[src/rtl/por_arb_pkg.sv]
package por_arb_pkg;

  typedef enum logic [1:0] {
    PIN_EN    = 2'b00,
    PIN_BTN   = 2'b01,
    PIN_SENSE = 2'b10
  } pin_mode_e;

  function automatic pin_mode_e decode_mode(input logic [1:0] raw);
    case (raw)
      2'b01:   return PIN_BTN;
      2'b10:   return PIN_SENSE;
      default: return PIN_EN;
    endcase
  endfunction

endpackage

[src/rtl/por_deglitch.sv]
// Two-sided level filter paced by a tick strobe; optional instant rise.
module por_deglitch #(
  parameter int CNT_W = 6
) (
  input  logic             clk_i,
  input  logic             rst_ni,
  input  logic             en_i,
  input  logic             tick_i,
  input  logic             raw_i,
  input  logic             bypass_rise_i,
  input  logic [CNT_W-1:0] rise_len_i,
  input  logic [CNT_W-1:0] fall_len_i,
  output logic             lvl_o
);

  logic [CNT_W-1:0] cnt_q, cnt_nxt, len;
  logic             lvl_q;

  assign cnt_nxt = cnt_q + CNT_W'(1);
  assign len     = raw_i ? rise_len_i : fall_len_i;

  always_ff @(posedge clk_i or negedge rst_ni) begin
    if (!rst_ni) begin
      lvl_q <= 1'b0;
      cnt_q <= '0;
    end else if (!en_i) begin
      lvl_q <= 1'b0;
      cnt_q <= '0;
    end else if (bypass_rise_i && raw_i && !lvl_q) begin
      lvl_q <= 1'b1;
      cnt_q <= '0;
    end else if (raw_i == lvl_q) begin
      cnt_q <= '0;
    end else if (tick_i) begin
      if (cnt_nxt >= len) begin
        lvl_q <= raw_i;
        cnt_q <= '0;
      end else begin
        cnt_q <= cnt_nxt;
      end
    end
  end

  assign lvl_o = lvl_q;

endmodule

[src/rtl/por_hold_timer.sv]
// Fires one pulse when raw_i has been high for LIMIT ticks.
module por_hold_timer #(
  parameter int               CNT_W = 6,
  parameter logic [CNT_W-1:0] LIMIT = 40
) (
  input  logic clk_i,
  input  logic rst_ni,
  input  logic en_i,
  input  logic tick_i,
  input  logic raw_i,
  output logic fire_o
);

  logic [CNT_W-1:0] cnt_q;
  logic             fire_q;

  always_ff @(posedge clk_i or negedge rst_ni) begin
    if (!rst_ni) begin
      cnt_q  <= '0;
      fire_q <= 1'b0;
    end else if (!en_i || !raw_i) begin
      cnt_q  <= '0;
      fire_q <= 1'b0;
    end else begin
      fire_q <= tick_i && (cnt_q == LIMIT - CNT_W'(1));
      if (tick_i && cnt_q < LIMIT) cnt_q <= cnt_q + CNT_W'(1);
    end
  end

  assign fire_o = fire_q;

endmodule

[src/rtl/por_arb_core.sv]
// Power state, off-cause memory, first-supply hold and request issue.
module por_arb_core
  import por_arb_pkg::*;
(
  input  logic      clk_i,
  input  logic      rst_ni,
  input  pin_mode_e mode_i,
  input  logic      filt_i,
  input  logic      long_evt_i,
  input  logic      vsys_ok_i,
  input  logic      fsd_en_i,
  input  logic      reg_off_i,
  input  logic      fault_i,
  input  logic      cold_rst_i,
  input  logic      active_i,
  input  logic      up_busy_i,
  input  logic      dn_busy_i,
  input  logic      clr_pin_i,
  input  logic      clr_fsd_i,
  output logic      up_o,
  output logic      dn_o,
  output logic      cause_pin_o,
  output logic      cause_fsd_o,
  output logic      need_edge_o
);

  logic on_q, need_edge_q, vsys_q, filt_q;
  logic fsd_pend_q, fsd_hold_q;
  logic reg_off_q, restart_q, long_q;
  logic up_q, dn_q, cause_pin_q, cause_fsd_q;
  logic btn, press_evt, up_pin, pin_off, do_up, do_dn;

  assign btn       = (mode_i == PIN_BTN);
  assign press_evt = btn && filt_i && !filt_q;
  // Edge-armed: a press (button) or a filtered low (level modes) re-arms.
  assign up_pin    = !need_edge_q && (btn || filt_i);
  assign do_up     = !on_q && vsys_ok_i && !dn_busy_i && (fsd_pend_q || up_pin);
  assign pin_off   = !fsd_hold_q && (btn ? long_q : !filt_i);
  assign do_dn     = on_q && !up_busy_i && (reg_off_q || restart_q || pin_off);

  always_ff @(posedge clk_i or negedge rst_ni) begin
    if (!rst_ni) begin
      on_q        <= 1'b0;
      need_edge_q <= 1'b1;
      vsys_q      <= 1'b0;
      filt_q      <= 1'b0;
      fsd_pend_q  <= 1'b0;
      fsd_hold_q  <= 1'b0;
      reg_off_q   <= 1'b0;
      restart_q   <= 1'b0;
      long_q      <= 1'b0;
      up_q        <= 1'b0;
      dn_q        <= 1'b0;
      cause_pin_q <= 1'b0;
      cause_fsd_q <= 1'b0;
    end else begin
      vsys_q <= vsys_ok_i;
      filt_q <= filt_i;
      up_q   <= do_up;
      dn_q   <= do_dn;

      if (do_up)      on_q <= 1'b1;
      else if (do_dn) on_q <= 1'b0;

      // Register off beats a simultaneous fault: stricter re-arm wins.
      if (do_dn)      need_edge_q <= reg_off_q || !restart_q;
      else if (do_up) need_edge_q <= 1'b0;
      else if (need_edge_q && (btn ? press_evt : !filt_i)) need_edge_q <= 1'b0;

      if (do_up) fsd_pend_q <= 1'b0;
      else if (vsys_ok_i && !vsys_q && fsd_en_i) fsd_pend_q <= 1'b1;

      if (do_up) fsd_hold_q <= fsd_pend_q;
      else if (do_dn || active_i) fsd_hold_q <= 1'b0;

      if (do_dn) begin
        reg_off_q <= 1'b0;
        restart_q <= 1'b0;
        long_q    <= 1'b0;
      end else if (on_q) begin
        if (reg_off_i) reg_off_q <= 1'b1;
        if (fault_i || cold_rst_i) restart_q <= 1'b1;
        if (long_evt_i && btn && !fsd_hold_q) long_q <= 1'b1;
      end

      if (do_up && !fsd_pend_q) cause_pin_q <= 1'b1;
      else if (clr_pin_i)       cause_pin_q <= 1'b0;
      if (do_up && fsd_pend_q)  cause_fsd_q <= 1'b1;
      else if (clr_fsd_i)       cause_fsd_q <= 1'b0;
    end
  end

  assign up_o        = up_q;
  assign dn_o        = dn_q;
  assign cause_pin_o = cause_pin_q;
  assign cause_fsd_o = cause_fsd_q;
  assign need_edge_o = need_edge_q;

endmodule

[src/rtl/por_request_arbiter.sv]
module por_request_arbiter
  import por_arb_pkg::*;
#(
  parameter int                    CNT_W              = 6,
  parameter logic [3:0][CNT_W-1:0] RISE_TICKS         = {6'd16, 6'd8, 6'd4, 6'd2},
  parameter logic [3:0][CNT_W-1:0] FALL_TICKS         = {6'd24, 6'd12, 6'd6, 6'd3},
  parameter logic [CNT_W-1:0]      REG_OFF_FALL_TICKS = 6'd1,
  parameter logic [CNT_W-1:0]      BTN_REL_TICKS      = 6'd2,
  parameter logic [CNT_W-1:0]      BTN_OFF_TICKS      = 6'd40
) (
  input  logic       clk_i,
  input  logic       rst_ni,
  input  logic       tick_i,
  input  logic       pin_i,
  input  logic [1:0] mode_i,
  input  logic [1:0] degl_sel_i,
  input  logic       vsys_ok_i,
  input  logic       fsd_en_i,
  input  logic       reg_off_i,
  input  logic       fault_i,
  input  logic       cold_rst_i,
  input  logic       active_i,
  input  logic       up_busy_i,
  input  logic       dn_busy_i,
  input  logic       clr_pin_cause_i,
  input  logic       clr_fsd_cause_i,
  output logic       pwr_up_o,
  output logic       pwr_dn_o,
  output logic       cause_pin_o,
  output logic       cause_fsd_o
);

  pin_mode_e        mode;
  logic             btn, sense, raw_on, filt, long_evt, need_edge;
  logic [CNT_W-1:0] rise_len, fall_len;

  assign mode     = decode_mode(mode_i);
  assign btn      = (mode == PIN_BTN);
  assign sense    = (mode == PIN_SENSE);
  assign raw_on   = btn ? !pin_i : pin_i;
  assign rise_len = RISE_TICKS[degl_sel_i];
  assign fall_len = btn       ? BTN_REL_TICKS :
                    need_edge ? REG_OFF_FALL_TICKS : FALL_TICKS[degl_sel_i];

  por_deglitch #(.CNT_W(CNT_W)) u_degl (
    .clk_i         (clk_i),
    .rst_ni        (rst_ni),
    .en_i          (vsys_ok_i),
    .tick_i        (tick_i),
    .raw_i         (raw_on),
    .bypass_rise_i (sense),
    .rise_len_i    (rise_len),
    .fall_len_i    (fall_len),
    .lvl_o         (filt)
  );

  por_hold_timer #(.CNT_W(CNT_W), .LIMIT(BTN_OFF_TICKS)) u_hold (
    .clk_i  (clk_i),
    .rst_ni (rst_ni),
    .en_i   (vsys_ok_i && btn),
    .tick_i (tick_i),
    .raw_i  (raw_on),
    .fire_o (long_evt)
  );

  por_arb_core u_core (
    .clk_i       (clk_i),
    .rst_ni      (rst_ni),
    .mode_i      (mode),
    .filt_i      (filt),
    .long_evt_i  (long_evt),
    .vsys_ok_i   (vsys_ok_i),
    .fsd_en_i    (fsd_en_i),
    .reg_off_i   (reg_off_i),
    .fault_i     (fault_i),
    .cold_rst_i  (cold_rst_i),
    .active_i    (active_i),
    .up_busy_i   (up_busy_i),
    .dn_busy_i   (dn_busy_i),
    .clr_pin_i   (clr_pin_cause_i),
    .clr_fsd_i   (clr_fsd_cause_i),
    .up_o        (pwr_up_o),
    .dn_o        (pwr_dn_o),
    .cause_pin_o (cause_pin_o),
    .cause_fsd_o (cause_fsd_o),
    .need_edge_o (need_edge)
  );

endmodule

[config.mk]
export PLATFORM = sky130hd
export DESIGN_NAME = por_request_arbiter
export DESIGN_NICKNAME = d
export VERILOG_FILES = /design/src/rtl/por_arb_pkg.sv /design/src/rtl/por_deglitch.sv /design/src/rtl/por_hold_timer.sv /design/src/rtl/por_arb_core.sv /design/src/rtl/por_request_arbiter.sv
export SDC_FILE = /design/constraint.sdc
export NUM_CORES = 1
export LEC_CHECK = 0
export BUFFER_PORTS_ARGS = -buffer_cell sky130_fd_sc_hd__clkbuf_2
export CORE_MARGIN = 3
export CORE_UTILIZATION = 50
export CTS_BUF_LIST = sky130_fd_sc_hd__clkbuf_8 sky130_fd_sc_hd__clkbuf_16
export CTS_CLUSTER_SIZE = 24
export DETAILED_ROUTE_END_ITERATION = 6
export PLACE_DENSITY_LB_ADDON = 0.05
export SLEW_MARGIN = 20
export SYNTH_ARGS = -nofsm -noshare
export SYNTH_HDL_FRONTEND = slang
export SYNTH_SLANG_ARGS = --single-unit
[constraint.sdc]
create_clock -name clk_i -period 5.4 [get_ports clk_i]
set_clock_uncertainty 0.15 [all_clocks]
set_input_delay 0.54 -clock clk_i [delete_from_list [all_inputs] [get_ports clk_i]]
set_output_delay 0.54 -clock clk_i [all_outputs]
set_load 0.05 [all_outputs]
==> results of run 1 <==
[worst paths after layout]
kind,startpoint,to,slack [ns],depth (start not counted)
max,mode_i[1],u_degl.cnt_q[0]$_DFFE_PN0P_,2.46,10
min,rst_ni,u_degl.cnt_q[1]$_DFFE_PN0P_,0.14,1
max reg2reg,u_core.need_edge_o$_DFFE_PN1P_,u_degl.cnt_q[0]$_DFFE_PN0P_,2.88,7
min reg2reg,u_core.restart_q$_DFFE_PN0P_,u_core.need_edge_o$_DFFE_PN1P_,0.34,1
max in group asynchronous,rst_ni,u_degl.lvl_o$_DFFE_PN0P_,4.53,1
min in group clk_i,active_i,u_core.fsd_hold_q$_DFFE_PN0P_,0.29,2
[stage by stage]
step | setup slack (ns) | power (mW) | hold slack (ns)
after floorplan | 2.53 | 0.366 | 0.0944
after global placement | 2.37 | 0.404 | 0.300
after detailed placement | 2.19 | 0.411 | 0.329
after CTS | 2.48 | 0.526 | 0.157
after global routing | 2.37 | 0.556 | 0.174
final | 2.46 | 0.522 | 0.140
[layer usage]
metal / global-route usage, % / vias to the layer above
met3: 3.96 / 2
met1: 22.6 / 560
met5: 0 / -
met2: 26.5 / 31
li1: - / 621
met4: 6.35 / 0
[report_power, final]
group | internal [mW] | leakage (nW) | total, mW | switching [mW]
combinational | 0.0535 | 0.439 | 0.143 | 0.0897
clock | 0.0518 | 0.0255 | 0.115 | 0.0637
sequential | 0.234 | 0.359 | 0.263 | 0.0289
[state kept, by name, summed over array words and instances, names as in the netlist]
register / flops
u_core.restart_q: 1
u_core.cause_pin_o: 1
u_core.vsys_q: 1
u_core.need_edge_o: 1
u_core.long_q: 1
u_core.filt_q: 1
u_core.dn_o: 1
u_core.up_o: 1
u_hold.cnt_q: 6
u_degl.cnt_q: 6
u_hold.fire_o: 1
u_degl.lvl_o: 1
u_core.cause_fsd_o: 1
u_core.reg_off_q: 1
u_core.fsd_hold_q: 1
u_core.fsd_pend_q: 1
u_core.on_q: 1
[worst reg2reg max path, cell delays in order, from the launching register on]
cell and delay, ns:
dfstp_2 0.61, o31ai_1 0.09, o21ai_0 0.19, ha_1 0.25
a2111oi_0 0.45, o31a_1 0.30, and4_4 0.27, mux2_2 0.15
[layout make-up]
class	instances	area [µm²]	area share (%)
Clock inverter	1	5.00	0.283
Tap cell	42	52.6	2.97
Inverter	11	41.3	2.33
Clock buffer	3	41.3	2.33
Sequential cell	27	677	38.3
Timing Repair Buffer	21	105	5.94
Multi-Input combinational cell	122	847	47.9
[logic make-up (layout without fill, tap and decap cells)]
kind of cell	Yosys count	in the layout	synth area share (%)
buffers and inverters	14	36	3.33
AND/OR/NAND/NOR	60	60	19.1
XOR/XNOR	10	10	6.03
flip-flops	27	27	42.9
adder cells (fa/ha/maj)	11	11	8.73
AO/OA/AOI/OAI	38	38	17.9
multiplexers	3	3	1.98
[cell usage in the layout (no fill, tap or decap), drive strengths merged, types with 4 or more instances in the layout]
| master | netlist | layout |
|---|---|---|
| dfrtp | 26 | 26 |
| clkbuf | 3 | 24 |
| nor2 | 19 | 19 |
| nand2 | 14 | 14 |
| inv | 11 | 11 |
| ha | 11 | 11 |
| o21ai | 7 | 7 |
| a21oi | 6 | 6 |
| xnor2 | 5 | 5 |
| and2 | 5 | 5 |
| xor2 | 5 | 5 |
| nand4 | 4 | 4 |
==> flow_summary_export.csv, run 1 <==
group,metric,value,unit
job,cap_violations,0,
synth,synth_area_leaders,"dfrtp_1 (41%), ha_1 (8.7%), nor2_1 (4.5%), nand2_1 (3.3%), xnor2_1 (2.8%)",
clock_tree,cts_max_level,1,
global_route,gr-usage-all-layers,16.8,%
sta,fin_crit_sh,54.4,%
routing,wl_met3,133,µm
synth,netlist.area_leader.share,41.3,%
clock_tree,cts_resized,0,
run_status,outcome,"finished, final reports clean",
pwr,p_per_area,295,mW/mm²
finish,nets,215,
sta,rsz0062_at_grt,"false",
synth,avgSynthCellArea,9.67,µm²
synth,synth_top_cell_by_area,"dfrtp_1",
routing,detail_route.first_pass.iterations,4,
sta,setup_tns,0,ns
placement,io_buffers,21,
routing,highest_layer,"met4",
worst_setup_path,cpMaxStageDelayCell,"and2b_1",
floorplan,rows,19,
synth,ys_seq_area_share,42.9,%
synth,ys_top_cells_by_count,"dfrtp_1 (26), nor2_1 (19), nand2_1 (14)",
clock_tree,numClockSinks,27,
routing,drc,0,
global_route,grt_max_degree,28,
routing,first_iter_violations,53,
worst_hold_path,hold_path.class,"in -> async",
placement,postPlaceCellArea,0.00172,mm²
global_route,grt_pass1_wl,5290,µm
synth,synth_edf_count,0,
worst_setup_path,critical_path.max_fanout,13,
routing,ant_nets,0,
clock_tree,cts_hold_buf,0,
sta,tightest_slew,0.684,ns
placement,gp_congestion,0.763,
worst_setup_path,crit_buf_inv,1,
sta,finalCriticalPeriod,2.94,ns
sta,relSlewSlack,54.4,%
finish,drive_above_1_share,17.3,%
floorplan,die_area,0.00386,mm²
clock_tree,clock-root-buffer,"clkbuf_8",
synth,syn-num-nets,192,
worst_setup_path,startpoint_type,"input pin",
finish,instances_no_fill,227,
worst_setup_path,cp.arrival,3.01,ns
sta,drv_slew,0,
synth,syn-cell-area,0.00158,mm²
routing,via_per_inst,5.35,
floorplan,coreArea,0.00288,mm²
routing,routed-via-count,1214,
global_route,grt_pass1_vias,1179,
worst_setup_path,crit_required,5.47,ns
placement,post-dp-hpwl,2310,µm
finish,final_cell_area,0.00177,mm²
synth,synth_cell_types,44,
floorplan,start_util,54.8,%
sta,setup_viol,0,
floorplan,ios,22,
routing,met1Wirelength,1520,µm
finish,fillers,250,
floorplan,die_x,62.2,µm
sta,hold_viol_final,0,
clock_tree,clk_path_buf_depth,2,
synth,ys.flop_type,"dfrtp_1",
clock_tree,cts_tree,"done",
worst_setup_path,max_stage_delay,0.51,ns
finish,antenna_cells,0,
synth,synthArstFlopShare,100,%
clock_tree,clk_latency,0.27,ns
worst_setup_path,cp_cell_sequence,"clkbuf_2 > and2b_1 > nor2_1 > o21a_1 > ha_1 > nand2b_1 > a2111oi_0 > o31a_1 > and4_4 > mux2_2",
synth,yosysWarnings,0,
global_route,antenna_found_initial,0,
clock_tree,cts_buffers,3,
floorplan,die_h,62.2,µm
clock_tree,postCtsSetupBuffers,0,
worst_setup_path,critPathTopFamily,"simple AND/OR/NAND/NOR gates",
worst_setup_path,endpoint_kind,"flip-flop",
pwr,vdd_ir_drop_max,0.194,mV
finish,synthToLayoutAreaGrowth,12.2,%
worst_setup_path,crit_type,"in -> reg",
placement,placed_cells,223,
pwr,leakagePower,0.823,nW
clock_tree,clk_pin_slew,0.09,ns
synth,synth.most_common_cell,"dfrtp_1",
synth,synthesis.instances,163,
routing,wl_met2,1390,µm
routing,wire_per_inst,13.5,µm
sta,clock.fmax,340,MHz
routing,routed_wl,3070,µm
global_route,grt_overflow,0,
finish,final_core_util,61.5,%
synth,ys_seq_elements,27,
No activity file was read; power rests on OpenSTA's default activity.
==> inputs of run 2 (changes only) <==
- clock period: 5.4 -> 2.8 ns (I/O delays scaled with it)
==> run 2 against run 1 <==
  * Combinational power increased by 95%
  * Flip-flop and latch count unchanged
  * Clock power grew 93%
  * Cell count rose by 0.88%
  * Via count rose by 1.8%
  * Routed wire length shrank 0.82%
  * Non-clock buffer count increased by 2
  * Largest power group unchanged
==> flow_summary_export.csv, run 2 (synthesis results as in run 1) <==
group,metric,value,unit
worst_setup_path,crit_start,"u_core.need_edge_o$_DFFE_PN1P_",
worst_hold_path,whs_path_depth,2,
sta,fin_crit_sh,87.3,%
floorplan,die_h,62.2,µm
worst_setup_path,worstRegToRegCells,9,
worst_setup_path,rrSetupSlack,0.36,ns
floorplan,die_x,62.2,µm
floorplan,ios,22,
routing,drc,0,
sta,setup_tns,0,ns
floorplan,rows,19,
global_route,grt_pass1_wl,5280,µm
job,cap_violations,0,
pwr,pwr-share-seq,50.2,%
sta,finalCriticalPeriod,2.44,ns
worst_setup_path,crit_type,"reg -> reg",
finish,antenna_cells,0,
pwr,p_switching,349,µW
pwr,internal-power,658,µW
floorplan,die_area,0.00386,mm²
finish,final_cell_mix,"dfrtp_1 (26), clkbuf_2 (21), nor2_1 (19)",
clock_tree,cts_tree,"done",
finish,instances_no_fill,229,
worst_hold_path,hold_path.class,"in -> reg",
placement,post-dp-hpwl,2350,µm
worst_setup_path,endpoint_kind,"flip-flop",
clock_tree,cts_buffers,3,
finish,fillers,254,
floorplan,coreArea,0.00288,mm²
worst_setup_path,crit_end,"u_degl.cnt_q[0]$_DFFE_PN0P_",
routing,detail_route.first_pass.iterations,5,
worst_setup_path,cp.arrival,2.45,ns
sta,rsz0062_at_grt,"false",
pwr,sw_frac_of_total,34.6,%
finish,synthToLayoutAreaGrowth,13.5,%
worst_setup_path,r2r-start,"u_core.need_edge_o$_DFFE_PN1P_",
run_status,outcome,"finished, final reports clean",
global_route,grt_max_degree,28,
worst_setup_path,critical_path.max_fanout,7,
routing,ant_nets,0,
placement,gp_congestion,0.761,
clock_tree,numClockSinks,27,
placement,dpl_worst_slack,0.122,ns
routing,wire_per_inst,13.3,µm
sta,tightest_slew,0.695,ns
floorplan,start_util,54.8,%
pwr,p_per_area,563,mW/mm²
sta,clock.fmax,409,MHz
routing,first_iter_violations,60,
sta,hold_viol_final,0,
sta,relSlewSlack,53.7,%
placement,io_buffers,21,
global_route,grt_pass1_vias,1199,
finish,final_common_cell,"dfrtp_1",
worst_setup_path,crit_required,2.81,ns
finish,register_area,677,µm²
routing,routed-via-count,1236,
pwr,clkPwrFrac,22.1,%
finish,multi_input_area,847,µm²
finish,drive_above_1_share,17.6,%
sta,drv_slew,0,
clock_tree,clk_pin_slew,0.10,ns
routing,routed_wl,3040,µm
pwr,finalPower,1.01,mW
pwr,comb_power_share,27.7,%
clock_tree,clock-root-buffer,"clkbuf_8",
clock_tree,clk_latency,0.27,ns
global_route,grt_overflow,0,
clock_tree,cts_max_level,1,
worst_setup_path,r2r-end,"u_degl.cnt_q[0]$_DFFE_PN0P_",
sta,setup_ws,0.356,ns
worst_setup_path,startpoint_type,"flip-flop",
sta,setup_viol,0,
routing,via_per_inst,5.40,
clock_tree,clk_path_buf_depth,2,
pwr,vdd_ir_drop_max,0.379,mV
global_route,gr-usage-all-layers,16.3,%
placement,placed_cells,224,
pwr,leakagePower,0.828,nW
finish,reg_top3,"u_degl.cnt_q: 6 flops, u_hold.cnt_q: 6 flops",
global_route,antenna_found_initial,0,
finish,nets,217,
run 2: cell types whose count changed in the layout (fill, tap and decap cells not counted), sizes merged:
cell,before,now
clkinvlp,0,1
dlygate4sd3,0,1
clkinv,1,0
buf,0,1
run 2: cell type report:
class	count	share of cell area, %
multi-input combinational	122	47.3
timing repair buffer	23	6.85
clock buffer	3	2.31
clock inverter	1	0.420
inverter	11	2.31
tap	42	2.94
sequential	27	37.8
run 2: critical path, stage by stage, from the launching register on:
cell	delay (ns)
dfstp_2	0.61
nor3_1	0.07
a21oi_1	0.13
nor2_1	0.05
a31oi_1	0.18
ha_1	0.22
a2111oi_0	0.08
o31a_1	0.37
and4_4	0.22
mux2_2	0.25
run 2: repair_timing:
item / in CTS / in global routing
hold buffers: 1 / 0
setup endpoints to repair: 0 / 0
gates resized for setup: 0 / 0
buffers inserted: 0 / 0
endpoints found under the hold margin: 26 / 0
run 2: worst min path at each step:
| stage | startpoint | end |
|---|---|---|
| floorplan | rst_ni | u_core.cause_fsd_o$_DFFE_PN0P_ |
| global placement | rst_ni | u_degl.cnt_q[4]$_DFFE_PN0P_ |
| detailed placement | rst_ni | u_core.restart_q$_DFFE_PN0P_ |
| CTS | active_i | u_core.fsd_hold_q$_DFFE_PN0P_ |
| global route | active_i | u_core.fsd_hold_q$_DFFE_PN0P_ |
| finish | active_i | u_core.fsd_hold_q$_DFFE_PN0P_ |
run 2: power groups by stage:
stage,combinational [mW],sequential [mW],clock [mW]
5_1_grt,0.311,0.515,0.247
4_1_cts,0.281,0.504,0.228
3_3_place_gp,0.271,0.510,0
2_1_floorplan,0.164,0.541,0
6_report,0.279,0.505,0.222
3_5_place_dp,0.278,0.512,0
run 2: per-layer routing:
layer / part of all wire, % / vias up / track usage, % / routed length (µm)
li1: - / 629 / - / -
met1: 52 / 586 / 23.1 / 1590
met2: 44 / 17 / 25.7 / 1350
met3: 3.0 / 4 / 3.24 / 90
met4: 0.62 / 0 / 4.42 / 19
met5: 0 / - / 0 / 0
run 2: per-stage QoR:
stage	hold WS [ns]	instance area [µm²]	utilization, %
after floorplan	-0.166	1580	-
after global placement	0.197	1730	60.2
after detailed placement	0.195	1730	60.2
after CTS	0.0300	1790	62.2
after global routing	0.0194	1790	62.2
final	0.0318	1790	62.2
